**src/rtl/tap_pkg.sv**
```systemverilog
package tap_pkg;

   typedef enum logic [3:0] {
      ST_RESET, ST_IDLE,
      ST_SEL_DR, ST_CAP_DR, ST_SH_DR, ST_EX1_DR, ST_PAU_DR, ST_EX2_DR, ST_UPD_DR,
      ST_SEL_IR, ST_CAP_IR, ST_SH_IR, ST_EX1_IR, ST_PAU_IR, ST_EX2_IR, ST_UPD_IR
   } tap_state_e;

   typedef enum logic [2:0] {
      IN_BYPASS, IN_EXTEST, IN_SAMPLE, IN_IDCODE, IN_CLAMP, IN_HIGHZ
   } tap_instr_e;

   typedef enum logic [1:0] {
      DS_BYPASS, DS_BOUNDARY, DS_IDENT
   } tap_dsel_e;

   localparam int unsigned CELLS_PER_PIN = 3;

   function automatic tap_state_e tap_next(input tap_state_e s, input logic m);
      tap_state_e n;
      case (s)
         ST_RESET:  n = m ? ST_RESET  : ST_IDLE;
         ST_IDLE:   n = m ? ST_SEL_DR : ST_IDLE;
         ST_SEL_DR: n = m ? ST_SEL_IR : ST_CAP_DR;
         ST_CAP_DR: n = m ? ST_EX1_DR : ST_SH_DR;
         ST_SH_DR:  n = m ? ST_EX1_DR : ST_SH_DR;
         ST_EX1_DR: n = m ? ST_UPD_DR : ST_PAU_DR;
         ST_PAU_DR: n = m ? ST_EX2_DR : ST_PAU_DR;
         ST_EX2_DR: n = m ? ST_UPD_DR : ST_SH_DR;
         ST_UPD_DR: n = m ? ST_SEL_DR : ST_IDLE;
         ST_SEL_IR: n = m ? ST_RESET  : ST_CAP_IR;
         ST_CAP_IR: n = m ? ST_EX1_IR : ST_SH_IR;
         ST_SH_IR:  n = m ? ST_EX1_IR : ST_SH_IR;
         ST_EX1_IR: n = m ? ST_UPD_IR : ST_PAU_IR;
         ST_PAU_IR: n = m ? ST_EX2_IR : ST_PAU_IR;
         ST_EX2_IR: n = m ? ST_UPD_IR : ST_SH_IR;
         ST_UPD_IR: n = m ? ST_SEL_DR : ST_IDLE;
         default:   n = ST_RESET;
      endcase
      return n;
   endfunction

endpackage

```
**src/rtl/tap_fsm.sv**
```systemverilog
module tap_fsm
   import tap_pkg::*;
(
   input  logic       tck,
   input  logic       trst_n,
   input  logic       tms,
   output tap_state_e state
);

   tap_state_e state_q;

   always_ff @(posedge tck or negedge trst_n) begin
      if (!trst_n) state_q <= ST_RESET;
      else         state_q <= tap_next(state_q, tms);
   end

   assign state = state_q;

endmodule

```
**src/rtl/tap_ir.sv**
```systemverilog
module tap_ir
   import tap_pkg::*;
#(
   parameter int unsigned IR_W = 8
) (
   input  logic            tck,
   input  logic            trst_n,
   input  tap_state_e      state,
   input  logic            tdi,
   output logic            ir_lsb,
   output logic [IR_W-1:0] ir_shift,
   output tap_instr_e      instr,
   output tap_dsel_e       dsel
);

   localparam logic [IR_W-1:0] OP_EXTEST  = IR_W'(0);
   localparam logic [IR_W-1:0] OP_SAMPLE  = IR_W'(1);
   localparam logic [IR_W-1:0] OP_IDCODE  = IR_W'(2);
   localparam logic [IR_W-1:0] OP_CLAMP   = IR_W'(3);
   localparam logic [IR_W-1:0] OP_HIGHZ   = IR_W'(4);
   localparam logic [IR_W-1:0] CAP_PATTERN = IR_W'(1);

   logic [IR_W-1:0] sh_q;
   logic [IR_W-1:0] act_q;

   always_ff @(posedge tck or negedge trst_n) begin
      if (!trst_n) begin
         sh_q  <= CAP_PATTERN;
         act_q <= OP_IDCODE;
      end else begin
         case (state)
            ST_RESET:  act_q <= OP_IDCODE;
            ST_CAP_IR: sh_q  <= CAP_PATTERN;
            ST_SH_IR:  sh_q  <= {tdi, sh_q[IR_W-1:1]};
            ST_UPD_IR: act_q <= sh_q;
            default: ;
         endcase
      end
   end

   always_comb begin
      if      (act_q == OP_EXTEST) instr = IN_EXTEST;
      else if (act_q == OP_SAMPLE) instr = IN_SAMPLE;
      else if (act_q == OP_IDCODE) instr = IN_IDCODE;
      else if (act_q == OP_CLAMP)  instr = IN_CLAMP;
      else if (act_q == OP_HIGHZ)  instr = IN_HIGHZ;
      else                         instr = IN_BYPASS;
   end

   always_comb begin
      case (instr)
         IN_EXTEST, IN_SAMPLE: dsel = DS_BOUNDARY;
         IN_IDCODE:            dsel = DS_IDENT;
         default:              dsel = DS_BYPASS;
      endcase
   end

   assign ir_lsb   = sh_q[0];
   assign ir_shift = sh_q;

endmodule

```
**src/rtl/tap_dr.sv**
```systemverilog
module tap_dr
   import tap_pkg::*;
#(
   parameter int unsigned       NPIN   = 4,
   parameter logic [31:0]       ID_VAL = 32'h0000_0001,
   localparam int unsigned      BSR_LEN = CELLS_PER_PIN * NPIN,
   localparam int unsigned      UPD_LEN = 2 * NPIN
) (
   input  logic               tck,
   input  logic               trst_n,
   input  tap_state_e         state,
   input  logic               tdi,
   input  tap_dsel_e          dsel,
   input  logic [BSR_LEN-1:0] cap_vec,
   output logic               dr_lsb,
   output logic               byp_bit,
   output logic [UPD_LEN-1:0] upd_vec
);

   logic               byp_q;
   logic [31:0]        id_q;
   logic [BSR_LEN-1:0] bsr_q;
   logic [UPD_LEN-1:0] upd_q;
   logic [UPD_LEN-1:0] upd_src;

   // bypass bit
   always_ff @(posedge tck or negedge trst_n) begin
      if (!trst_n) byp_q <= 1'b0;
      else if (dsel == DS_BYPASS) begin
         if (state == ST_CAP_DR)     byp_q <= 1'b0;
         else if (state == ST_SH_DR) byp_q <= tdi;
      end
   end

   // identification shift register
   always_ff @(posedge tck or negedge trst_n) begin
      if (!trst_n) id_q <= ID_VAL;
      else if (dsel == DS_IDENT) begin
         if (state == ST_CAP_DR)     id_q <= ID_VAL;
         else if (state == ST_SH_DR) id_q <= {tdi, id_q[31:1]};
      end
   end

   // boundary shift stage
   always_ff @(posedge tck or negedge trst_n) begin
      if (!trst_n) bsr_q <= '0;
      else if (dsel == DS_BOUNDARY) begin
         if (state == ST_CAP_DR)     bsr_q <= cap_vec;
         else if (state == ST_SH_DR) bsr_q <= {tdi, bsr_q[BSR_LEN-1:1]};
      end
   end

   // only data and enable cells have an update stage
   for (genvar i = 0; i < NPIN; i++) begin : g_upd_map
      assign upd_src[2*i]   = bsr_q[CELLS_PER_PIN*i+1];
      assign upd_src[2*i+1] = bsr_q[CELLS_PER_PIN*i+2];
   end

   always_ff @(posedge tck or negedge trst_n) begin
      if (!trst_n) upd_q <= '0;
      else if (state == ST_UPD_DR && dsel == DS_BOUNDARY) upd_q <= upd_src;
   end

   always_comb begin
      case (dsel)
         DS_BOUNDARY: dr_lsb = bsr_q[0];
         DS_IDENT:    dr_lsb = id_q[0];
         default:     dr_lsb = byp_q;
      endcase
   end

   assign byp_bit = byp_q;
   assign upd_vec = upd_q;

endmodule

```
**src/rtl/tap_pinmux.sv**
```systemverilog
module tap_pinmux
   import tap_pkg::*;
#(
   parameter int unsigned      NPIN    = 4,
   parameter int unsigned      IR_W    = 8,
   parameter logic [31:0]      ID_VAL  = 32'h1A5C_3E2B,
   parameter logic [NPIN-1:0]  RST_GRP = NPIN'(3)
) (
   input  logic            tck,
   input  logic            trst_n,
   input  logic            tms,
   input  logic            tdi,
   output logic            tdo,
   output logic            tdo_en,
   input  logic            sys_rst_n,
   input  logic [NPIN-1:0] core_out,
   input  logic [NPIN-1:0] core_oe,
   input  logic [NPIN-1:0] pad_in,
   output logic [NPIN-1:0] pad_out,
   output logic [NPIN-1:0] pad_oe
);

   localparam int unsigned BSR_LEN = CELLS_PER_PIN * NPIN;
   localparam int unsigned UPD_LEN = 2 * NPIN;

   if (IR_W < 3) begin : g_bad_irw
      $error("IR_W must hold opcode 0x04");
   end
   if (ID_VAL[0] != 1'b1) begin : g_bad_id
      $error("ID_VAL bit 0 must be 1");
   end
   if (NPIN < 1) begin : g_bad_npin
      $error("NPIN must be at least 1");
   end

   tap_state_e         state;
   tap_instr_e         instr;
   tap_dsel_e          dsel;
   logic               ir_lsb;
   logic [IR_W-1:0]    ir_shift;
   logic               dr_lsb;
   logic               byp_bit;
   logic [UPD_LEN-1:0] upd_vec;
   logic [BSR_LEN-1:0] cap_vec;
   logic               tdo_q;
   logic               tdo_en_q;

   tap_fsm u_fsm (
      .tck    (tck),
      .trst_n (trst_n),
      .tms    (tms),
      .state  (state)
   );

   tap_ir #(.IR_W(IR_W)) u_ir (
      .tck      (tck),
      .trst_n   (trst_n),
      .state    (state),
      .tdi      (tdi),
      .ir_lsb   (ir_lsb),
      .ir_shift (ir_shift),
      .instr    (instr),
      .dsel     (dsel)
   );

   tap_dr #(.NPIN(NPIN), .ID_VAL(ID_VAL)) u_dr (
      .tck     (tck),
      .trst_n  (trst_n),
      .state   (state),
      .tdi     (tdi),
      .dsel    (dsel),
      .cap_vec (cap_vec),
      .dr_lsb  (dr_lsb),
      .byp_bit (byp_bit),
      .upd_vec (upd_vec)
   );

   // per-pin steering; the system reset override sits after the instruction mux
   for (genvar i = 0; i < NPIN; i++) begin : g_pin
      logic drv_out;
      logic drv_oe;

      always_comb begin
         case (instr)
            IN_EXTEST, IN_CLAMP: begin
               drv_out = upd_vec[2*i];
               drv_oe  = upd_vec[2*i+1];
            end
            IN_HIGHZ: begin
               drv_out = core_out[i];
               drv_oe  = 1'b0;
            end
            default: begin
               drv_out = core_out[i];
               drv_oe  = core_oe[i];
            end
         endcase
      end

      assign pad_out[i] = drv_out;

      if (RST_GRP[i]) begin : g_forced
         assign pad_oe[i] = drv_oe & sys_rst_n;
      end else begin : g_free
         assign pad_oe[i] = drv_oe;
      end

      assign cap_vec[CELLS_PER_PIN*i]   = pad_in[i];
      assign cap_vec[CELLS_PER_PIN*i+1] = pad_out[i];
      assign cap_vec[CELLS_PER_PIN*i+2] = pad_oe[i];
   end

   // serial output retimed to the falling edge
   always_ff @(negedge tck or negedge trst_n) begin
      if (!trst_n) begin
         tdo_q    <= 1'b0;
         tdo_en_q <= 1'b0;
      end else begin
         tdo_q    <= (state == ST_SH_IR) ? ir_lsb : dr_lsb;
         tdo_en_q <= (state == ST_SH_IR) || (state == ST_SH_DR);
      end
   end

   assign tdo    = tdo_q;
   assign tdo_en = tdo_en_q;

endmodule

```
**config.mk**
```make
export PLATFORM = sky130hd
export DESIGN_NAME = tap_pinmux
export DESIGN_NICKNAME = d
export VERILOG_FILES = /design/src/rtl/tap_pkg.sv /design/src/rtl/tap_fsm.sv /design/src/rtl/tap_ir.sv /design/src/rtl/tap_dr.sv /design/src/rtl/tap_pinmux.sv
export SDC_FILE = /design/constraint.sdc
export NUM_CORES = 1
export LEC_CHECK = 0
export BUFFER_PORTS_ARGS = -buffer_cell sky130_fd_sc_hd__buf_2
export CORE_ASPECT_RATIO = 1.2
export CORE_MARGIN = 2
export CORE_UTILIZATION = 60
export DETAILED_ROUTE_END_ITERATION = 12
export PLACE_DENSITY = 0.8
export SLEW_MARGIN = 5
export SYNTH_ARGS = -nofsm -noshare
export SYNTH_HDL_FRONTEND = slang
export SYNTH_SLANG_ARGS = --single-unit
export TNS_END_PERCENT = 1
```
**constraint.sdc**
```tcl
create_clock -name tck -period 2.65 [get_ports tck]
set_input_delay 0.795 -clock tck [delete_from_list [all_inputs] [get_ports tck]]
set_output_delay 0.795 -clock tck [all_outputs]
set_load 0.02 [all_outputs]
```
**Word level (Yosys, flattened, before mapping)**

Index checks and enable logic that the tools add are counted.

- Equal/unequal tests: 26
- Bitwise operators: 2
- Mux-type cells: 37
- Reductions and logical operators: 16

Operator list:

| operator | count |
|---|---|
| $mux 32 | 2 |
| $pmux 4 s12 | 1 |
| $eq 4x4->1 const B | 8 |
| $pmux 8 s2 | 2 |
| $mux 12 | 2 |
| $mux 3 | 7 |
| $eq 4x3->1 const B | 4 |
| $eq 8x2->1 const B | 2 |
| $mux 4 | 4 |
| $mux 1 | 10 |
| $pmux 1 s2 | 5 |
| $eq 4x2->1 const B | 2 |
| $eq 8x1->1 const B | 1 |
| $eq 8x3->1 const B | 1 |
| $logic_not 8->1 | 1 |
| $reduce_or 2->1 | 4 |
| $eq 3x2->1 const B | 2 |
| $eq 3x3->1 const B | 2 |
| $mux 2 | 3 |
| $reduce_and 2->1 | 3 |
| $reduce_bool 2->1 | 3 |
| $eq 4x1->1 const B | 1 |
| $logic_not 4->1 | 1 |
| $pmux 2 s2 | 1 |
| other kinds (8) | 9 |

- Logic and storage cells: 90
- Output and inout bits: 10
- Register bits: 75
- Input bits: 17

**Longest topological paths before layout**

Gate-level depths: netlist of run 1.

- Word-level depth: 12
- Mapped depth: 9
- Depth with buffers taken out: 8

**Cells and area by module**

Synthesis of run 1 repeated with hierarchy kept, for this count alone.

- Cell total of the unflattened synthesis: 356
- Area total of the unflattened synthesis: 3990.1 µm²

By module, submodules not included:

| module | instances | sequential area each (µm²) | cells each | area each (µm²) |
|---|---|---|---|---|
| tap_dr | 1 | 1346.3 | 191 | 2538.7 |
| tap_ir | 1 | 402.9 | 88 | 780.7 |
| tap_pinmux | 1 | 50.0 | 40 | 356.6 |
| tap_fsm | 1 | 100.1 | 37 | 314.1 |

==> summary by stage, run 1 <==
Critical path
The endpoint arrival time on the critical path is approximately 2.1 ns. The critical path's slowest cell is dfrtp_1. The startpoint of the most critical register-to-register path is u_ir.act_q[5]. The signal on the critical path passes through nor3_4 > nand2_2 > or3_4 > ha_4 > nand2_1 > o21ai_2 > mux2_4. The required arrival time at the worst endpoint is 1.52 ns. The worst setup slack for register-to-register paths is -0.56 ns. The nature of the critical path startpoint is a register. Along the worst path, the maximum fanout reaches 2.

The cell count of the worst reg-to-reg path is 7. In this design, the stage delay of the slowest critical-path cell is 0.41 ns. The capturing element type of the critical path is a register. The endpoint identified for the worst register-to-register timing path is tdo. By startpoint and endpoint, the worst setup path is classified as reg2reg.

Synth
The synthesized netlist contains between 40 and 50 unique library cells. The mean area per synthesized cell is about 9.6 um^2. Sequential cells were found to cover roughly 53% of the synthesized design area.

Yosys printed 0 warnings. The cell area after synthesis is 0.00359 mm^2. The number of synthesized flops with an enable pin is 0. The top flip-flop cell by instance count after synthesis is dfrtp_1.

The net count after synthesis is slightly below 400. Of all flip-flops after synthesis, the portion carrying an async set or reset was 100%. The cell count after synthesis is 376. The number of flip-flops and latches in the synthesized netlist is 75.

STA
The number of max-slew violations in the final report was 0. The clock skew after layout is between 0.02 and 0.03 ns. The final count of negative-setup-slack endpoints is 7. Headroom to the max-slew limit came out at 64.1%. Setup repair after global routing could not meet its margin everywhere. The final hold violation count is 0. The post-route setup TNS is -1.63 ns.

Across all setup checks in the final design, the least slack found is -0.559 ns. At the pin with the least slew margin, the transition time is ~0.54 ns.

Hold path
In this run the most critical hold path is launched from u_dr.id_q[9]. The worst hold path was traced through 2 stages. The path type of the worst min-delay path is reg2reg. For hold timing, the worst endpoint is u_dr.id_q[9].

Clock tree
The clock tree from TritonCTS is yes. The count of hold buffers inserted by post-cts repair is 0. The cell at the root of the clock tree is clkbuf_8. Counting the buffers created by CTS gives 9.

The maximum root-to-sink buffer count is 2. Clock-pin slew was measured on the worst setup and hold paths at 0.08 ns. For this design, the sink count on the clock tree is 75. The H-tree depth reported by CTS is 3.

The clock latency on the worst-skew pair is ~0.37 ns.

Layout
The final net count is 436. 0 antenna diodes ended up in the layout. From synthesis to final layout, the design area changed by 17.0%. The non-filler instance count after layout is 501. The layout cell share with drive strength beyond 1 is ~28%.

Floorplan
The area of the core is about 0.0057 mm^2. The vertical die dimension is between 80 and 90 um. The effective utilization at floorplan is between 60% and 70%. The number of I/O pins is 27. The number of core rows is 30. The horizontal extent of the die is around 75 um.

The die covers approximately 0.0066 mm^2.

Pwr
Dividing total power by cell area gives a power density of between 1000 and 1500 mW/mm^2. VDD sags by at most just under 800 uV. The leakage dissipation is 1.92 nW.

Drt
The per-cell routed wire length is 15.2 um. The remaining design rule violation count is 0. The detailed router finished its first iteration with between 200 and 250 violations.

The first detailed-routing pass took 7 iterations. Summed over all layers, the routed wires come to ~7600 um. Summing over every cut layer, the via total after detailed routing is about 2900. The routed via count divided by cell count is about 5.7. The post-route antenna net violation count is 0.

GRT
The via count of the first global-routing pass is between 2000 and 3000. Across every metal layer, demand over resource in global routing totals roughly 25%. The first global-routing pass estimated approximately 12000 um of wire.

The final global-route overflow total is 0. The largest net degree at the start of global routing is 45. The number of antenna violations at the first check in global routing came to 0.

Run status
The run finished, with violations left. The checks that failed: setup timing.

Placement
The port buffer count is 26. The placed instance count is 484. The post-detailed-placement half-perimeter wirelength is between 4000 and 5000 um. Prior to clock tree synthesis, the placed netlist has a worst setup slack of -0.540 ns. The congestion estimate from routability-driven global placement came to about 0.83.

Flow run
Across the run, the number of max-cap violations was 0.
==> cell families (layout without fill, tap and decap cells) <==
family | after synthesis | count (layout) | synth area share (%)
fa+ha+maj | 3 | 3 | 1.05
compound gates | 99 | 99 | 16.9
flops | 75 | 75 | 52.9
mux | 17 | 17 | 5.19
simple gates | 145 | 145 | 18.6
xor+xnor | 2 | 2 | 0.488
buf+inv | 35 | 80 | 4.95
==> how the worst max path moves through the flow <==
stage	startpoint	to	slack, ns
floorplan	u_ir.act_q[3]	tdo	-0.56
global placement	u_ir.act_q[3]	tdo	-0.50
detailed placement	u_ir.act_q[5]	tdo	-0.54
CTS	u_ir.act_q[2]	tdo	-0.53
global route	u_ir.act_q[5]	tdo	-0.61
finish	u_ir.act_q[5]	tdo	-0.56
==> layout make-up <==
type | count | area, um^2
clock buffer | 10 | 138
clock inverter | 6 | 71.3
sequential | 75 | 1900
tap | 80 | 100
multi-input combinational | 266 | 1580
timing repair buffer | 56 | 382
inverter | 8 | 30.0
fill | 420 | 1510
==> layout by cell type, fill, tap and decap left out, types with 2 or more instances in the layout <==
| cell type | Yosys | final |
|---|---|---|
| a211o_1 | 4 | 4 |
| a211oi_1 | 2 | 2 |
| a21oi_1 | 14 | 14 |
| a221o_1 | 2 | 2 |
| a221oi_2 | 0 | 2 |
| a22o_1 | 2 | 2 |
| a22oi_1 | 3 | 2 |
| and2_1 | 4 | 4 |
| and3_1 | 6 | 6 |
| and3b_1 | 2 | 2 |
| and4_1 | 3 | 3 |
| buf_2 | 7 | 23 |
| buf_4 | 8 | 28 |
| buf_6 | 1 | 5 |
| clkbuf_8 | 0 | 10 |
| clkinvlp_4 | 0 | 2 |
| dfrtn_1 | 2 | 2 |
| dfrtp_1 | 55 | 55 |
| dfstp_2 | 18 | 18 |
| ha_1 | 3 | 2 |
| inv_1 | 7 | 7 |
| inv_6 | 0 | 2 |
| mux2_2 | 13 | 12 |
| mux2i_1 | 4 | 4 |
| nand2_1 | 77 | 76 |
| nand3_1 | 7 | 6 |
| nor2_1 | 33 | 33 |
| nor2b_1 | 3 | 3 |
| nor3_4 | 2 | 2 |
| o211ai_1 | 3 | 3 |
| o21ai_0 | 48 | 47 |
| o21ai_1 | 2 | 2 |
| o22ai_1 | 8 | 8 |
| o31ai_1 | 2 | 2 |
==> metrics by stage <==
step                      area (um^2)  power [mW]  util [%]  hold slack, ns
after floorplan                  3610        3.58         -           0.447
after global placement           3920        4.22      68.8           0.462
after detailed placement         3920        4.33      68.8           0.470
after CTS                        4160        5.31      72.9           0.483
after global routing             4200        5.82      73.6           0.494
final                            4200        5.42      73.6           0.478
==> Yosys cell counts, drive strengths merged, types with 2 or more instances <==
master,count,share of area (%)
nand2,77,8.0
dfrtp,55,38
o21ai,50,7.0
nor2,34,3.6
buf,18,3.2
dfstp,18,13
a21oi,14,2.0
mux2,13,4.1
clkbuf,9,0.94
o22ai,8,1.4
inv,7,0.73
nand3,7,0.98
and3,6,1.0
o211ai,5,1.3
a211o,4,0.98
and2,4,0.70
mux2i,4,1.1
a22oi,3,0.63
and4,3,0.73
ha,3,1.0
nor2b,3,0.52
nor3,3,1.2
a211oi,2,0.42
a221o,2,0.56
a221oi,2,0.49
a22o,2,0.49
and3b,2,0.49
dfrtn,2,1.4
nor3b,2,0.56
o31ai,2,0.42
or3,2,0.35
xnor2,2,0.49
==> routing by layer <==
metal / part of all wire, % / GRT usage (%) / vias to the layer above / wire, um
met4: 2.0 / 11.7 / 0 / 153
met1: 43 / 30.6 / 1394 / 3260
met5: 0 / 0 / - / 0
met3: 3.9 / 4.90 / 16 / 299
met2: 51 / 42.0 / 65 / 3920
li1: - / - / 1379 / -
==> worst max-delay path, delay by kind of cell (launching register included) <==
kind            cells  cell delay [ns]
flops               1             0.41
mux                 1             0.25
fa+ha+maj           1             0.23
compound gates      1             0.05
simple gates        4             0.78
==> sequential cells by signal, summed over array words and instances (netlist names) <==
register	count
tdo	1
tdo_en	1
u_dr.bsr_q	12
u_dr.byp_bit	1
u_dr.id_q	32
u_dr.upd_vec	8
u_fsm.state	4
u_ir.act_q	8
u_ir.ir_shift	8
==> timing repair <==
item,CTS,global route
pin swaps,3,4
buffers inserted,0,1
endpoints found under the setup margin,10,11
gates resized for setup,7,8
==> report_power, final <==
group	internal [mW]	switching (mW)	total (mW)
combinational	1.16	1.43	2.59
clock	0.468	0.453	0.921
sequential	1.64	0.275	1.91
(Power assumes the default switching activity.)
==> run 2: changes to the inputs <==
--- a/config.mk
+++ b/config.mk
@@ -11,6 +11,7 @@
 export CORE_UTILIZATION = 60
 export DETAILED_ROUTE_END_ITERATION = 12
 export PLACE_DENSITY = 0.8
+export SETUP_SLACK_MARGIN = 0.1
 export SLEW_MARGIN = 5
 export SYNTH_ARGS = -nofsm -noshare
 export SYNTH_HDL_FRONTEND = slang
==> run 2 against run 1 <==
- the flow still finishes with violations (setup timing)
- via count down 0.35%
- wire length about the same
- global-route usage unchanged
- critical endpoint unchanged
- first-iteration DRC count down 6.6%
- sequential share of layout area unchanged
- clock-buffer cell count unchanged
- register-to-register slack about the same
- total power down 0.17%
- flip-flop and latch count unchanged
- worst setup slack better by 0.0058 ns
==> summary by stage, run 2 (synthesis results as in run 1) <==
STA
The final hold slack is 0.478 ns (about the same). The final count of negative-setup-slack endpoints is 7 (unchanged). The final hold violation count is 0 (unchanged).

Unrepaired setup endpoints after global routing: true (unchanged). The relative max-transition margin is 64.2% (was 64.1%). The post-route setup TNS is -1.57 ns (was -1.63 ns). The final setup slack of the worst path is -0.553 ns (was -0.559 ns). The clock skew after layout is 0.0252 ns (was 0.0262 ns). The actual slew at the worst max-slew pin was 0.536 ns (was 0.538 ns).

The number of max-slew violations in the final report came to 0 (unchanged).

Critical path
The category of the most critical setup path is reg2reg (unchanged). The cell count of the worst reg-to-reg path is 7 (unchanged). The terminus of the critical flop-to-flop path was tdo (unchanged). The worst stage delay on the critical path was 0.41 ns (about the same). The capturing element type of the critical path was a register (unchanged).

The nature of the critical path startpoint is a register (unchanged). The required arrival time at the worst endpoint came to 1.51 ns (was 1.52 ns). The critical path's slowest cell is dfrtp_1 (unchanged).

The endpoint arrival time on the critical path was 2.07 ns (was 2.08 ns). Cells along the critical path: nor3_4 > nand2_2 > or3_4 > ha_4 > nand2_1 > o21ai_2 > mux2_4 (unchanged). The startpoint of the most critical register-to-register path is u_ir.act_q[5] (unchanged). The worst setup slack for register-to-register paths is -0.55 ns (was -0.56 ns). The largest fanout of any net on the critical path was 2 (unchanged).

Clock tree
The H-tree depth reported by CTS is 3 (unchanged). The maximum root-to-sink buffer count came to 2 (unchanged). The clock tree from TritonCTS is yes (unchanged). The clock-pin transition on the worst setup and hold timing paths is 0.08 ns (about the same). The number of clock buffers inserted by TritonCTS is 9 (unchanged). The clock latency on the worst-skew pair is 0.36 ns (was 0.37 ns). The sink count of the clock tree came to 75 (unchanged). The cell at the root of the clock tree is clkbuf_8 (unchanged).

Placement
The worst slack at placement came to -0.540 ns (unchanged). The post-detailed-placement half-perimeter wirelength is 4970 um (unchanged). The port buffer count is 26 (unchanged). The routability-driven placement congestion ratio came to 0.835 (unchanged). The post-place instance area came to 0.00392 mm^2 (unchanged).

GRT
The final global-route overflow total is 0 (unchanged). The largest net degree at the start of global routing came to 45 (unchanged). The via count of the first global-routing pass is 2729 (unchanged). The combined global-route utilization of all metal layers is 24.9% (unchanged).

The global-route wire length before repair was 12400 um (unchanged). The number of antenna violations at the first check in global routing is 0 (unchanged).

Layout
The final net count is 436 (unchanged). The number of antenna cells inserted is 0 (unchanged). The layout cell share with drive strength beyond 1 is 28.3% (unchanged). The growth of design area from synthesis to finish is 17.0% (unchanged). The register name with the most flops is u_dr.id_q (unchanged). The final instance area is 0.00420 mm^2 (unchanged). The flip-flop count of the largest register after layout is 32 (unchanged). Most frequent cells in the layout: 76 x nand2_1, 55 x dfrtp_1, 47 x o21ai_0 (unchanged). The most common cell after layout, fill and taps aside was nand2_1 (unchanged). Biggest regs: u_dr.id_q (32), u_dr.bsr_q (12) (unchanged).

Flow run
The number of max-cap violations was 0 (unchanged).

Hold path
The end point of the most critical hold path is u_dr.id_q[9] (unchanged). The cell count of the worst hold path came to 2 (unchanged). The path type of the worst min-delay path is reg2reg (unchanged).

The start point of the worst min-delay path is u_dr.id_q[9] (unchanged).

Pwr
The worst-case vdd ir drop came to 769 uV (about the same). The logic gate share of total power is 47.8% (was 47.7%). The leakage dissipation is 1.92 nW (about the same). The power density of the placed cells is 1290 mW/mm^2 (about the same). The switching fraction of total power is 39.8% (was 39.9%). The net switching power is 2.15 mW (was 2.16 mW). The clock share of power is 16.9% (was 17.0%). The power share of the sequential group was 35.3% (about the same).

The internal cell power came to 3.26 mW (about the same).

Drt
The per-cell routed wire length came to 15.2 um (about the same). The post-route antenna net violation count is 0 (unchanged). The wire length reported by the detailed router is 7630 um (about the same).

The remaining design rule violation count is 0 (unchanged). The routed via count divided by cell count is 5.68 (was 5.70). The number of DRC markers after the initial detailed-route iteration is 214 (was 229). The total vias in the final route was 2844 (was 2854).

The length of the first detailed-routing pass in iterations is 5 (was 7).

Run status
Violated checks: setup timing (unchanged). Outcome: finished, violations left (unchanged).

Floorplan
The number of core rows was 30 (unchanged). The total die area is 0.00662 mm^2 (unchanged). The area of the core is 0.00571 mm^2 (unchanged). The vertical die dimension is 88.7 um (unchanged). The horizontal extent of the die is 74.6 um (unchanged). The number of I/O pins is 27 (unchanged).

The effective utilization at floorplan is 62.9% (unchanged).
run 2: worst max path at each step:
stage                        startpoint  end  slack, ns
after floorplan           u_ir.act_q[3]  tdo      -0.56
after global placement    u_ir.act_q[3]  tdo      -0.50
after detailed placement  u_ir.act_q[5]  tdo      -0.54
after CTS                 u_ir.act_q[2]  tdo      -0.53
after global routing      u_ir.act_q[5]  tdo      -0.61
final                     u_ir.act_q[5]  tdo      -0.55
run 2: per-stage QoR:
stage	instances	util (%)	total power, mW
2_1_floorplan	376	-	3.58
3_3_place_gp	484	68.8	4.22
3_5_place_dp	484	68.8	4.33
4_1_cts	500	72.9	5.31
5_1_grt	501	73.6	5.82
6_report	501	73.6	5.41
run 2: critical path, delay by kind of cell (launching register included):
kind | cells | cell delay, ns
adders and majority gates | 1 | 0.23
DFF | 1 | 0.41
and+or+nand+nor | 4 | 0.76
muxes | 1 | 0.25
AOI/OAI and AO/OA | 1 | 0.05
run 2: cell type report:
type | count | area [um^2]
Clock buffer | 10 | 138
Inverter | 8 | 30.0
Timing Repair Buffer | 56 | 382
Tap cell | 80 | 100
Clock inverter | 6 | 71.3
Multi-Input combinational cell | 266 | 1580
Fill cell | 420 | 1510
Sequential cell | 75 | 1900
run 2: timing repair:
action / CTS / global route
hold buffers: 0 / 0
gates resized for setup: 7 / 8
buffers inserted: 0 / 1
setup endpoints to repair: 11 / 11
pin swaps: 4 / 4
run 2: metal layers:
metal  part of all wire, %  routed length, um  vias up  GRT usage [%]
li1                      -                  -     1378              -
met3                   4.4                339       15           4.90
met1                    42               3210     1384           30.6
met2                    52               3950       67           42.0
met4                   1.8                138        0           11.7
met5                     0                  0        -              0
run 2: power by group through the flow:
stage / logic, mW / registers (mW) / clock network (mW)
after global placement: 2.33 / 1.89 / 0
final: 2.59 / 1.91 / 0.916
after global routing: 2.88 / 1.96 / 0.988
after floorplan: 1.69 / 1.90 / 0
after CTS: 2.48 / 1.90 / 0.927
after detailed placement: 2.42 / 1.91 / 0
